<file path="src/rtl/audio_slot_engine.sv">
module audio_slot_engine #(
  parameter int SLOT_W    = 8,
  parameter int MAX_SLOTS = 4,
  localparam int BW = $clog2(SLOT_W),
  localparam int SW = $clog2(MAX_SLOTS + 1)
) (
  input  logic              clk,
  input  logic              rst_n,
  input  logic              cfg_enable,
  input  logic              cfg_rx,
  input  logic              cfg_mono,
  input  logic              cfg_outdrive,
  input  logic              cfg_dma_en,
  input  logic [SW-1:0]     cfg_slots,
  output logic              en_status,
  input  logic              fs_strobe,
  input  logic              bit_strobe,
  input  logic [SLOT_W-1:0] tx_data,
  input  logic              tx_valid,
  output logic              tx_pop,
  output logic [SLOT_W-1:0] rx_data,
  output logic              rx_push,
  input  logic              sd_in,
  output logic              sd_out,
  output logic              sd_oe,
  output logic              dma_req
);

  logic              on_q, drain_q, en_prev_q, in_frame;
  logic [BW-1:0]     bit_q;
  logic [SW-1:0]     slot_q;
  logic [SLOT_W-1:0] sh_q, hold_q, rx_q;
  logic              push_q;

  wire mono_eff  = cfg_mono && (cfg_slots == SW'(2));
  wire slot_end  = in_frame && bit_strobe && (bit_q == BW'(SLOT_W - 1));
  wire frame_end = slot_end && (slot_q == cfg_slots - SW'(1));
  wire next_load = slot_end && !frame_end;
  wire start     = on_q && !drain_q && cfg_enable && !in_frame && fs_strobe;
  wire accept    = !on_q && cfg_enable && !en_prev_q;
  wire shut      = on_q && (drain_q || !cfg_enable) && (!in_frame || frame_end);
  wire load      = !cfg_rx && (start || next_load);
  wire dup       = mono_eff && next_load;
  wire [SLOT_W-1:0] fresh = tx_valid ? tx_data : '0;

  assign en_status = on_q;
  assign tx_pop    = load && !dup && tx_valid;
  assign rx_data   = rx_q;
  assign rx_push   = push_q;
  assign sd_oe     = !cfg_rx && (cfg_outdrive || on_q);
  assign sd_out    = sd_oe && in_frame && sh_q[SLOT_W-1];
  assign dma_req   = cfg_dma_en && (cfg_rx ? push_q : tx_pop);

  always_ff @(posedge clk) begin
    if (!rst_n) begin
      on_q      <= 1'b0;
      drain_q   <= 1'b0;
      en_prev_q <= 1'b0;
    end else begin
      en_prev_q <= cfg_enable;
      if (accept) begin
        on_q    <= 1'b1;
        drain_q <= 1'b0;
      end else if (shut) begin
        on_q    <= 1'b0;
        drain_q <= 1'b0;
      end else if (on_q && !cfg_enable) begin
        drain_q <= 1'b1;
      end
    end
  end

  always_ff @(posedge clk) begin
    if (!rst_n) begin
      in_frame <= 1'b0;
      bit_q    <= '0;
      slot_q   <= '0;
    end else if (start) begin
      in_frame <= 1'b1;
      bit_q    <= '0;
      slot_q   <= '0;
    end else if (in_frame && bit_strobe) begin
      bit_q <= slot_end ? '0 : bit_q + BW'(1);
      if (frame_end) begin
        in_frame <= 1'b0;
        slot_q   <= '0;
      end else if (slot_end) begin
        slot_q <= slot_q + SW'(1);
      end
    end
  end

  always_ff @(posedge clk) begin
    if (!rst_n) begin
      sh_q   <= '0;
      hold_q <= '0;
      rx_q   <= '0;
      push_q <= 1'b0;
    end else begin
      if (load)
        sh_q <= dup ? hold_q : fresh;
      else if (in_frame && bit_strobe)
        sh_q <= {sh_q[SLOT_W-2:0], cfg_rx ? sd_in : 1'b0};
      if (start && !cfg_rx)
        hold_q <= fresh;
      push_q <= cfg_rx && slot_end && !(mono_eff && slot_q == SW'(1));
      if (cfg_rx && slot_end)
        rx_q <= {sh_q[SLOT_W-2:0], sd_in};
    end
  end

  a_r2_frame_completes: assert property (@(posedge clk) disable iff (!rst_n)
    (on_q && in_frame && !frame_end) |=> on_q);
  a_r3_off_means_idle: assert property (@(posedge clk) disable iff (!rst_n)
    !on_q |-> !in_frame);
  a_r4_start_on_sync: assert property (@(posedge clk) disable iff (!rst_n)
    $rose(in_frame) |-> ($past(fs_strobe) && $past(on_q)));
  a_r6_mono_single_pop: assert property (@(posedge clk) disable iff (!rst_n)
    (mono_eff && !cfg_rx && slot_end) |-> !tx_pop);
  a_r7_mono_drop: assert property (@(posedge clk) disable iff (!rst_n)
    (cfg_rx && mono_eff && slot_end && slot_q == SW'(1)) |=> !rx_push);
  a_r7_rx_only_push: assert property (@(posedge clk) disable iff (!rst_n)
    !cfg_rx |=> !rx_push);
  a_r5_tx_only_pop: assert property (@(posedge clk) disable iff (!rst_n)
    cfg_rx |-> !tx_pop);
  a_r10_dma_gate: assert property (@(posedge clk) disable iff (!rst_n)
    !cfg_dma_en |-> !dma_req);

endmodule

</file>
<file path="config.mk">
export PLATFORM = sky130hd
export DESIGN_NAME = audio_slot_engine
export DESIGN_NICKNAME = d
export VERILOG_FILES = /design/src/rtl/audio_slot_engine.sv
export SDC_FILE = /design/constraint.sdc
export NUM_CORES = 1
export LEC_CHECK = 0
export CORE_MARGIN = 10
export CORE_UTILIZATION = 45
export CTS_CLUSTER_DIAMETER = 150
export DETAILED_ROUTE_END_ITERATION = 10
export PLACE_DENSITY = 0.74
export SLEW_MARGIN = 5
export SYNTH_ARGS = -nofsm -noshare
export SYNTH_HDL_FRONTEND = slang
export SYNTH_SLANG_ARGS = --single-unit
</file>
<file path="constraint.sdc">
create_clock -name clk -period 1.85 [get_ports clk]
set_input_delay 0.37 -clock clk [delete_from_list [all_inputs] [get_ports clk]]
set_output_delay 0.37 -clock clk [all_outputs]
set_load 0.005 [all_outputs]
</file>
Yosys cells after proc, flatten, opt, wreduce, memory -nomap -nowiden --
Cells that the tools add are included. Widths: inputs -> output; s select.
Cells by class: add/sub/neg operators 3, multiply operators 0, div/mod/pow operators 0, $lt $le $gt $ge 0, eq/ne operators 4, shift-type cells 0, multiplexer cells 14, bitwise logic cells 1, reductions and logical operators 48
Operators with widths (count):
- $mux 8 | 4
- $logic_and 1x1->1 | 26
- $reduce_bool 2->1 | 5
- $logic_not 1->1 | 9
- $mux 3 | 3
- $mux 1 | 7
- $add 3x1->3 const B | 2
- $logic_or 1x1->1 | 4
- $reduce_and 2->1 | 2
- $eq 3x1->1 const B | 1
- $eq 3x2->1 const B | 1
- $eq 3x3->1 | 1
- $eq 3x3->1 const B | 1
- $reduce_or 3->1 | 1
- $sub 3x1->3 const B | 1
- $reduce_or 2->1 | 1
- $not 1->1 | 1
Word-level totals: register bits after elaboration 35, bits in latches 0, memory bits (writable) 0, memory bits (read-only) 0, bits of input ports 22, output and inout bits 14, word-level logic and storage cells 80, memories kept 0

Longest topological paths before layout --
Gate-level depths: netlist of run 1.
word-level depth 11, mapped depth 7, gate-level depth less buffers 6

Least setup slack after synthesis of run 1 --
OpenSTA, ideal clock, no wires.
path kind input to output, from in cfg_slots[0], to out dma_req, arrival time 1.680 ns, required time 1.480 ns, slack -0.200 ns, cell stages on the path 7, path buffers 1, cells stage by stage inv_1 > ha_1 > xnor2_1 > o31ai_2 > a21o_1 > buf_2 > o31ai_1
On the way: word-level cells in the longest chain between the ends 11, elaborated cells on any way between the ends 15, those cells by class add/sub: 1; eq/ne: 2; mux: 1; reduce/logical: 11
RTL lines:
- start, declared | RTL line 14 | input logic [SW-1:0] cfg_slots,
- $sub 3x1->3 | RTL line 37 | wire frame_end = slot_end && (slot_q == cfg_slots - SW'(1));
- $eq 3x3->1 | RTL line 37
- $logic_and 1x1->1 | RTL line 37
- $logic_not 1->1 | RTL line 38 | wire next_load = slot_end && !frame_end;
- $logic_and 1x1->1 | RTL line 38
- $logic_or 1x1->1 / $logic_and 1x1->1 (equally long branches) | RTL line 42, 43
- $logic_and 1x1->1 / $logic_not 1->1 (equally long branches) | RTL line 42, 47
- $logic_and 1x1->1 (*) (2 in a row) | RTL line 47 | assign tx_pop = load && !dup && tx_valid;
- $mux 1 (*) | RTL line 52 | assign dma_req = cfg_dma_en && (cfg_rx ? push_q : tx_pop);
- $logic_and 1x1->1 (*) | RTL line 52
- end, declared | RTL line 26 | output logic dma_req
Every way passes the cells marked *; elsewhere a longest branch is shown, timed or not.

Worst setup path after layout of run 1 --
from reg bit_q[0], to out dma_req
On the way: word-level cells in the longest chain between the ends 11, elaborated cells on any way between the ends 13, those cells by class eq/ne: 1; mux: 1; reduce/logical: 11
RTL lines:
- start, declared | RTL line 30 | logic [BW-1:0] bit_q;
- start signal, assigned | RTL line 83 | bit_q <= slot_end ? '0 : bit_q + BW'(1);
- $eq 3x3->1 (*) | RTL line 36 | wire slot_end = in_frame && bit_strobe && (bit_q == BW'(SLOT_W - 1));
- $logic_and 1x1->1 (*) | RTL line 36
- $logic_and 1x1->1 | RTL line 37
- $logic_not 1->1 | RTL line 38
- $logic_and 1x1->1 (*) | RTL line 38
- $logic_or 1x1->1 / $logic_and 1x1->1 (equally long branches) | RTL line 42, 43
- $logic_and 1x1->1 / $logic_not 1->1 (equally long branches) | RTL line 42, 47
- $logic_and 1x1->1 (*) (2 in a row) | RTL line 47
- $mux 1 (*) | RTL line 52
- $logic_and 1x1->1 (*) | RTL line 52
Marked as above.

==> results.ini, run 1 <==
[pwr]
leakage_nw = 1.06
peakVddDrop_mv = 0.275
powerDensity_mw_per_mm2 = 605
total_power_w = 0.00171

[route]
ant_nets = 0
firstDrtPassIters = 4
num_vias = 1764
drcViolationCount = 0
wl_per_cell_um = 15.8
routed_wl_um = 5190
viasPerCell = 5.38
drt_iter0_drc = 108

[worst_hold_path]
hp-class = reg2reg
whs_endpoint = rx_data[3]$_SDFFE_PN0P_
hold_depth = 2
min-delay-start = rx_data[3]$_SDFFE_PN0P_

[logic_synthesis]
synthAdderAreaFrac_pct = 4.00
netlist_area_mm2 = 0.00188
synthTopCellsByArea = dfxtp_1 (37%), a221oi_2 (7.2%), nand2_1 (6.0%), mux2i_1 (4.8%), mux2_2 (4.2%)
postSynthCellCount = 212
ys_seq_elements = 35
synth_top_family_by_area = compound AO/OA/AOI/OAI gates
avgSynthCellArea_um2 = 8.85
synth-xor-area-share_pct = 2.27
synth.distinct_cells = 42
synth_compound_area_share_pct = 20.9
syn-num-nets = 240
synth-simple-area-share_pct = 20.8
synth-edff-count = 0
synth_seq_area_share_pct = 37.3
ys_async_sr_fraction_pct = 0
synth.largest_area_cell = dfxtp_1
synth_ff_type = dfxtp_1
ys_warn_count = 0
synthMuxAreaShare_pct = 9.00
synth_most_common_cell = dfxtp_1
synth_top_area_share_pct = 37.3
synth_common_cells = dfxtp_1 (35), nand2_1 (30), nor2_1 (17), a21oi_1 (14), inv_1 (11)

[setup_path]
reg2reg_depth = 8
arrival_ps = 1770
r2r_slack_ps = 40
worst_path_largest_cell_delay_ps = 360
crit_top_cell = ha_4
critPathMaxFanout = 3
end_kind = primary output
cp_data_required_time_ps = 1480
slowest_stage = dfxtp_2
startpoint_type = flop
crit_chain = ha_4, ha_4, and3_4, o31ai_4, a21o_4, o31ai_2, buf_2
cp-startpoint = bit_q[0]$_SDFFE_PP0P_
cp_top_family = compound AO/OA/AOI/OAI gates
cp_num_buf_inv = 1
r2r-start = bit_q[0]$_SDFFE_PP0P_
critical_path_class = reg2out
r2r-end = sh_q[2]$_SDFFE_PN0P_

[placement]
dp_hpwl_um = 3550
place.gp.congestion = 0.837
dpl_cell_area_mm2 = 0.00252
pre_cts_slack_ps = -1070
io_buffer_count = 35

[clock_network]
clockBufferDepth = 2
cts_inserted_buffers = 5
h-tree-depth = 2
clkSinkCount = 35
cts-root-buf = clkbuf_8
clock_insertion_delay_worst_skew_ps = 290
cts_tree = done
clkTransAtPathRegs_ps = 80
cts_hold_buf = 0

[sta]
fin_ws_ps = -295
clock.fmax_ghz = 0.466
worst_slew_pin_slew_ps = 491
hold_ws_ps = 456
hold_viol_final = 0
finalSetupViolCount = 4
rsz0062_at_grt = yes
drv_slew = 0
fin_worst_skew_ps = 5.14
fin_crit_ps = 2140
max-slew-margin-rel_pct = 67.1
period_share_pct = 116

[final_layout]
fin_nets = 305
design_area_mm2 = 0.00283
drive_above_1_share_pct = 34.5
areaGrowthSynthToFinish_pct = 50.7
fin_util_pct = 70.2
diodes = 0

[global_routing]
grt_usage_pct = 14.0
gr-usage-met2_pct = 23.8
gr-total-overflow = 0
grt_pass1_wl_um = 8490
met1_usage_pct = 17.0
antenna_found_initial = 0
grtUsageMet3_pct = 2.61
busiest_layer = met2
grt_pass1_vias = 1764
grt_max_degree = 27

[floorplanning]
die_y_um = 84.6
num_io_pins = 36
initial_core_util_pct = 46.6
core-area_mm2 = 0.00403
dieArea_mm2 = 0.00715
die_w_um = 84.6
std_cell_rows = 23

[run]
cap_violations = 0

[status]
failed_checks = negative setup slack
status = complete, but fails checks

-- worst max-delay path by stage --
stage                     endpoint  slack, ps  cells after the start
after floorplan            dma_req        -30                      6
after global placement     dma_req      -1030                      8
after detailed placement   dma_req      -1070                      8
after CTS                  dma_req       -320                      5
after global routing       dma_req       -340                      7
final                      dma_req       -290                      7
-- cell families after synthesis --
| family | Yosys count |
|---|---|
| AO/OA/AOI/OAI | 47 |
| AND/OR/NAND/NOR | 81 |
| buffers and inverters | 24 |
| adder cells (fa/ha/maj) | 6 |
| flip-flops | 35 |
| multiplexers | 16 |
| XOR/XNOR | 3 |
-- worst reg2reg max path, stage by stage, from the launching register on --
cell	delay (ps)
dfxtp_2	360
ha_4	140
ha_4	120
buf_4	110
nand3_1	110
buf_4	220
nor3_1	250
a221oi_2	90
a221oi_1	300
-- repair_timing --
item / 4_1_cts / 5_1_grt
setup endpoints to repair: 18 / 11
hold endpoints to repair: 0 / 0
pin swaps: 14 / 11
buffers inserted: 4 / 2
gates resized for setup: 43 / 13
-- through the flow --
| step | TNS, ps | instances |
|---|---|---|
| floorplan | -32.4 | 212 |
| global placement | -11280 | 314 |
| detailed placement | -11320 | 314 |
| CTS | -622 | 326 |
| global route | -1120 | 328 |
| finish | -595 | 328 |
-- cells in the final DEF, fill, tap and decap left out, types with 4 or more instances in the layout --
master           instances
nand2_1                 29
dfxtp_1                 32
nor3_2                   5
nand3_1                  4
o21bai_1                 6
nor2_1                  14
a221oi_4                 5
a221oi_1                 6
mux2i_1                  9
mux2_2                   7
nor3_1                   4
a21oi_1                 14
a221oi_2                 5
clkdlybuf4s50_1         26
buf_4                   33
clkbuf_8                 5
inv_1                    9
dlygate4sd2_1            4
and2_1                   4
-- layout make-up --
cell class                 instances  area (µm²)
multi-input combinational        153        1290
fill                             310        1200
sequential                        35         704
timing repair buffer              70         612
clock buffer                       5        68.8
tap                               50        62.6
inverter                          12        45.0
clock inverter                     3        43.8
-- layer usage --
layer,vias to the layer above,part of all wire [%]
li1,886,-
met1,829,44
met2,41,50
met3,8,4.7
met4,0,1.5
met5,-,0
-- state kept, by name (all words and copies together), names as in the netlist --
| name | flops |
|---|---|
| hold_q | 8 |
| rx_data | 8 |
| sh_q | 8 |
| bit_q | 3 |
| slot_q | 3 |
| drain_q | 1 |
| en_prev_q | 1 |
| en_status | 1 |
| in_frame | 1 |
| rx_push | 1 |
-- report_power, final --
group / internal, W / total, W / switching [W]
registers: 0.000761 / 0.000767 / 0.00000527
clock network: 0.000401 / 0.000704 / 0.000303
logic: 0.000128 / 0.000240 / 0.000112
total: 0.00129 / 0.00171 / 0.000420
No activity file was read; power rests on OpenSTA's default activity.
==> run 2: changes to the inputs <==
--- a/config.mk
+++ b/config.mk
@@ -5,7 +5,6 @@
 export SDC_FILE = /design/constraint.sdc
 export NUM_CORES = 1
 export LEC_CHECK = 0
-export CORE_MARGIN = 10
 export CORE_UTILIZATION = 45
 export CTS_CLUSTER_DIAMETER = 150
 export DETAILED_ROUTE_END_ITERATION = 10
==> results.ini, run 2 (synthesis gave the netlist of run 1 again) <==
[global_routing]
antenna_found_initial = 0
grt_max_degree = 20
gr-total-overflow = 0
grt_pass1_vias = 1725
grt_pass1_wl_um = 7800
grt_usage_pct = 23.6

[clock_network]
h-tree-depth = 2
clkTransAtPathRegs_ps = 70
cts-root-buf = clkbuf_8
cts_tree = done
cts_hold_buf = 0
cts_inserted_buffers = 5
clock_insertion_delay_worst_skew_ps = 300
clockBufferDepth = 2
clkSinkCount = 35

[final_layout]
final_cell_mix = buf_4 (35), dfxtp_1 (31), nand2_1 (30)
fin_nets = 309
design_area_mm2 = 0.00280
fin_cells = 332
final_common_cell = buf_4
diodes = 0
drive_above_1_share_pct = 33.0
fillers = 319
areaGrowthSynthToFinish_pct = 49.3

[setup_path]
critical_path_class = reg2out
startpoint_type = flop
end_kind = primary output
arrival_ps = 1860
critPathMaxFanout = 3
cp_data_required_time_ps = 1480

[pwr]
pwr-share-seq_pct = 45.1
leakage_nw = 1.06
powerDensity_mw_per_mm2 = 608
total_power_w = 0.00170
clockPowerShare_pct = 41.1
peakVddDrop_mv = 0.487
comb_power_share_pct = 13.8
power_switching_w = 0.000412
switching_share_pct = 24.2
power.internal_w = 0.00129

[placement]
io_buffer_count = 35
dp_hpwl_um = 3380
placed_cells = 318
dpl_cell_area_mm2 = 0.00254
place.gp.congestion = 0.851
pre_cts_slack_ps = -1010

[run]
cap_violations = 0

[sta]
fin_crit_ps = 2230
clock.fmax_ghz = 0.449
max-slew-margin-rel_pct = 77.4
rsz0062_at_grt = yes
drv_slew = 0
setup_tns_ps = -1330
period_share_pct = 120
hold_viol_final = 0
fin_worst_skew_ps = 2.39
finalSetupViolCount = 4
fin_ws_ps = -375
worst_slew_pin_slew_ps = 338

[status]
failed_checks = negative setup slack
status = complete, but fails checks

[route]
routed_wl_um = 4790
viasPerCell = 5.30
wl_per_cell_um = 14.4
num_vias = 1761
drt_iter0_drc = 80
firstDrtPassIters = 4
ant_nets = 0
drcViolationCount = 0

[floorplanning]
std_cell_rows = 23
die_y_um = 66.6
dieArea_mm2 = 0.00443
die_w_um = 66.6
initial_core_util_pct = 46.9
num_io_pins = 36
core-area_mm2 = 0.00400

[worst_hold_path]
hp-class = reg2reg

-- run 2: changes by cell type in the layout (fill, tap and decap cells not counted), moves of 2 or more --
cell	before	now
buf_6	2	6
a221oi_2	5	8
a221oi_4	5	2
dlygate4sd2_1	4	2
nor3_2	5	2
nor3_1	4	8
buf_4	33	35
clkdlybuf4s50_1	26	29
-- run 2: power by group through the flow --
stage,sequential [W],clock [W],combinational [W]
after floorplan,0.000785,0,0.000106
after global placement,0.000784,0,0.000209
after detailed placement,0.000784,0,0.000213
after CTS,0.000768,0.000704,0.000223
after global routing,0.000769,0.000739,0.000253
final,0.000768,0.000701,0.000235
-- run 2: path summary, 6_finish.rpt --
| path | startpoint | end | slack (ps) | depth (start not counted) |
|---|---|---|---|---|
| worst min register to register | rx_data[0]$_SDFFE_PN0P_ | rx_data[0]$_SDFFE_PN0P_ | 460 | 2 |
| worst max register to register | bit_q[0]$_SDFFE_PP0P_ | sh_q[4]$_SDFFE_PN0P_ | 70 | 8 |
| worst min-delay path | rx_data[0]$_SDFFE_PN0P_ | rx_data[0]$_SDFFE_PN0P_ | 460 | 2 |
| worst max-delay path | bit_q[0]$_SDFFE_PP0P_ | dma_req | -380 | 8 |
-- run 2: layer usage --
layer	vias up	share of wire, %	GRT usage (%)	routed length (µm)
met3	8	3.5	4.11	169
met1	817	45	29.7	2170
li1	895	-	-	-
met2	41	49	39.5	2350
met4	0	2.0	9.04	94
met5	-	0	0	0
-- run 2: final cells by class --
| class | instances | area [µm²] | share of cell area [%] |
|---|---|---|---|
| timing repair buffer | 74 | 648 | 23.1 |
| multi-input combinational | 153 | 1230 | 43.8 |
| sequential | 35 | 706 | 25.2 |
| clock buffer | 5 | 68.8 | 2.46 |
| inverter | 12 | 45.0 | 1.61 |
| clock inverter | 3 | 43.8 | 1.56 |
| tap | 50 | 62.6 | 2.23 |
-- run 2: through the flow --
step	hold slack [ps]	utilization (%)
after floorplan	440	-
after CTS	459	68.6
after global routing	476	70.0
after detailed placement	449	63.4
after global placement	445	63.4
final	456	70.0
-- run 2: repair_timing --
action / in CTS / in global routing
pin swaps: 9 / 2
buffers inserted: 6 / 1
gates resized for setup: 34 / 10
endpoints found under the setup margin: 17 / 12
-- run 2: critical path, cell delays in order, from the launching register on --
cell and delay [ps]:
dfxtp_2 360, ha_4 140, ha_4 130, and3_4 200, o31ai_4 70, a21o_1 220, buf_6 140, o31ai_2 150
buf_2 150
==> run 3: changes to the inputs <==
--- a/config.mk
+++ b/config.mk
@@ -5,6 +5,7 @@
 export SDC_FILE = /design/constraint.sdc
 export NUM_CORES = 1
 export LEC_CHECK = 0
+export ABC_CLOCK_PERIOD_IN_PS = 1850
 export CORE_UTILIZATION = 45
 export CTS_CLUSTER_DIAMETER = 150
 export DETAILED_ROUTE_END_ITERATION = 10
==> results of run 3 <==
No change in the layout: final DEF, timing and power equal those of run 2.
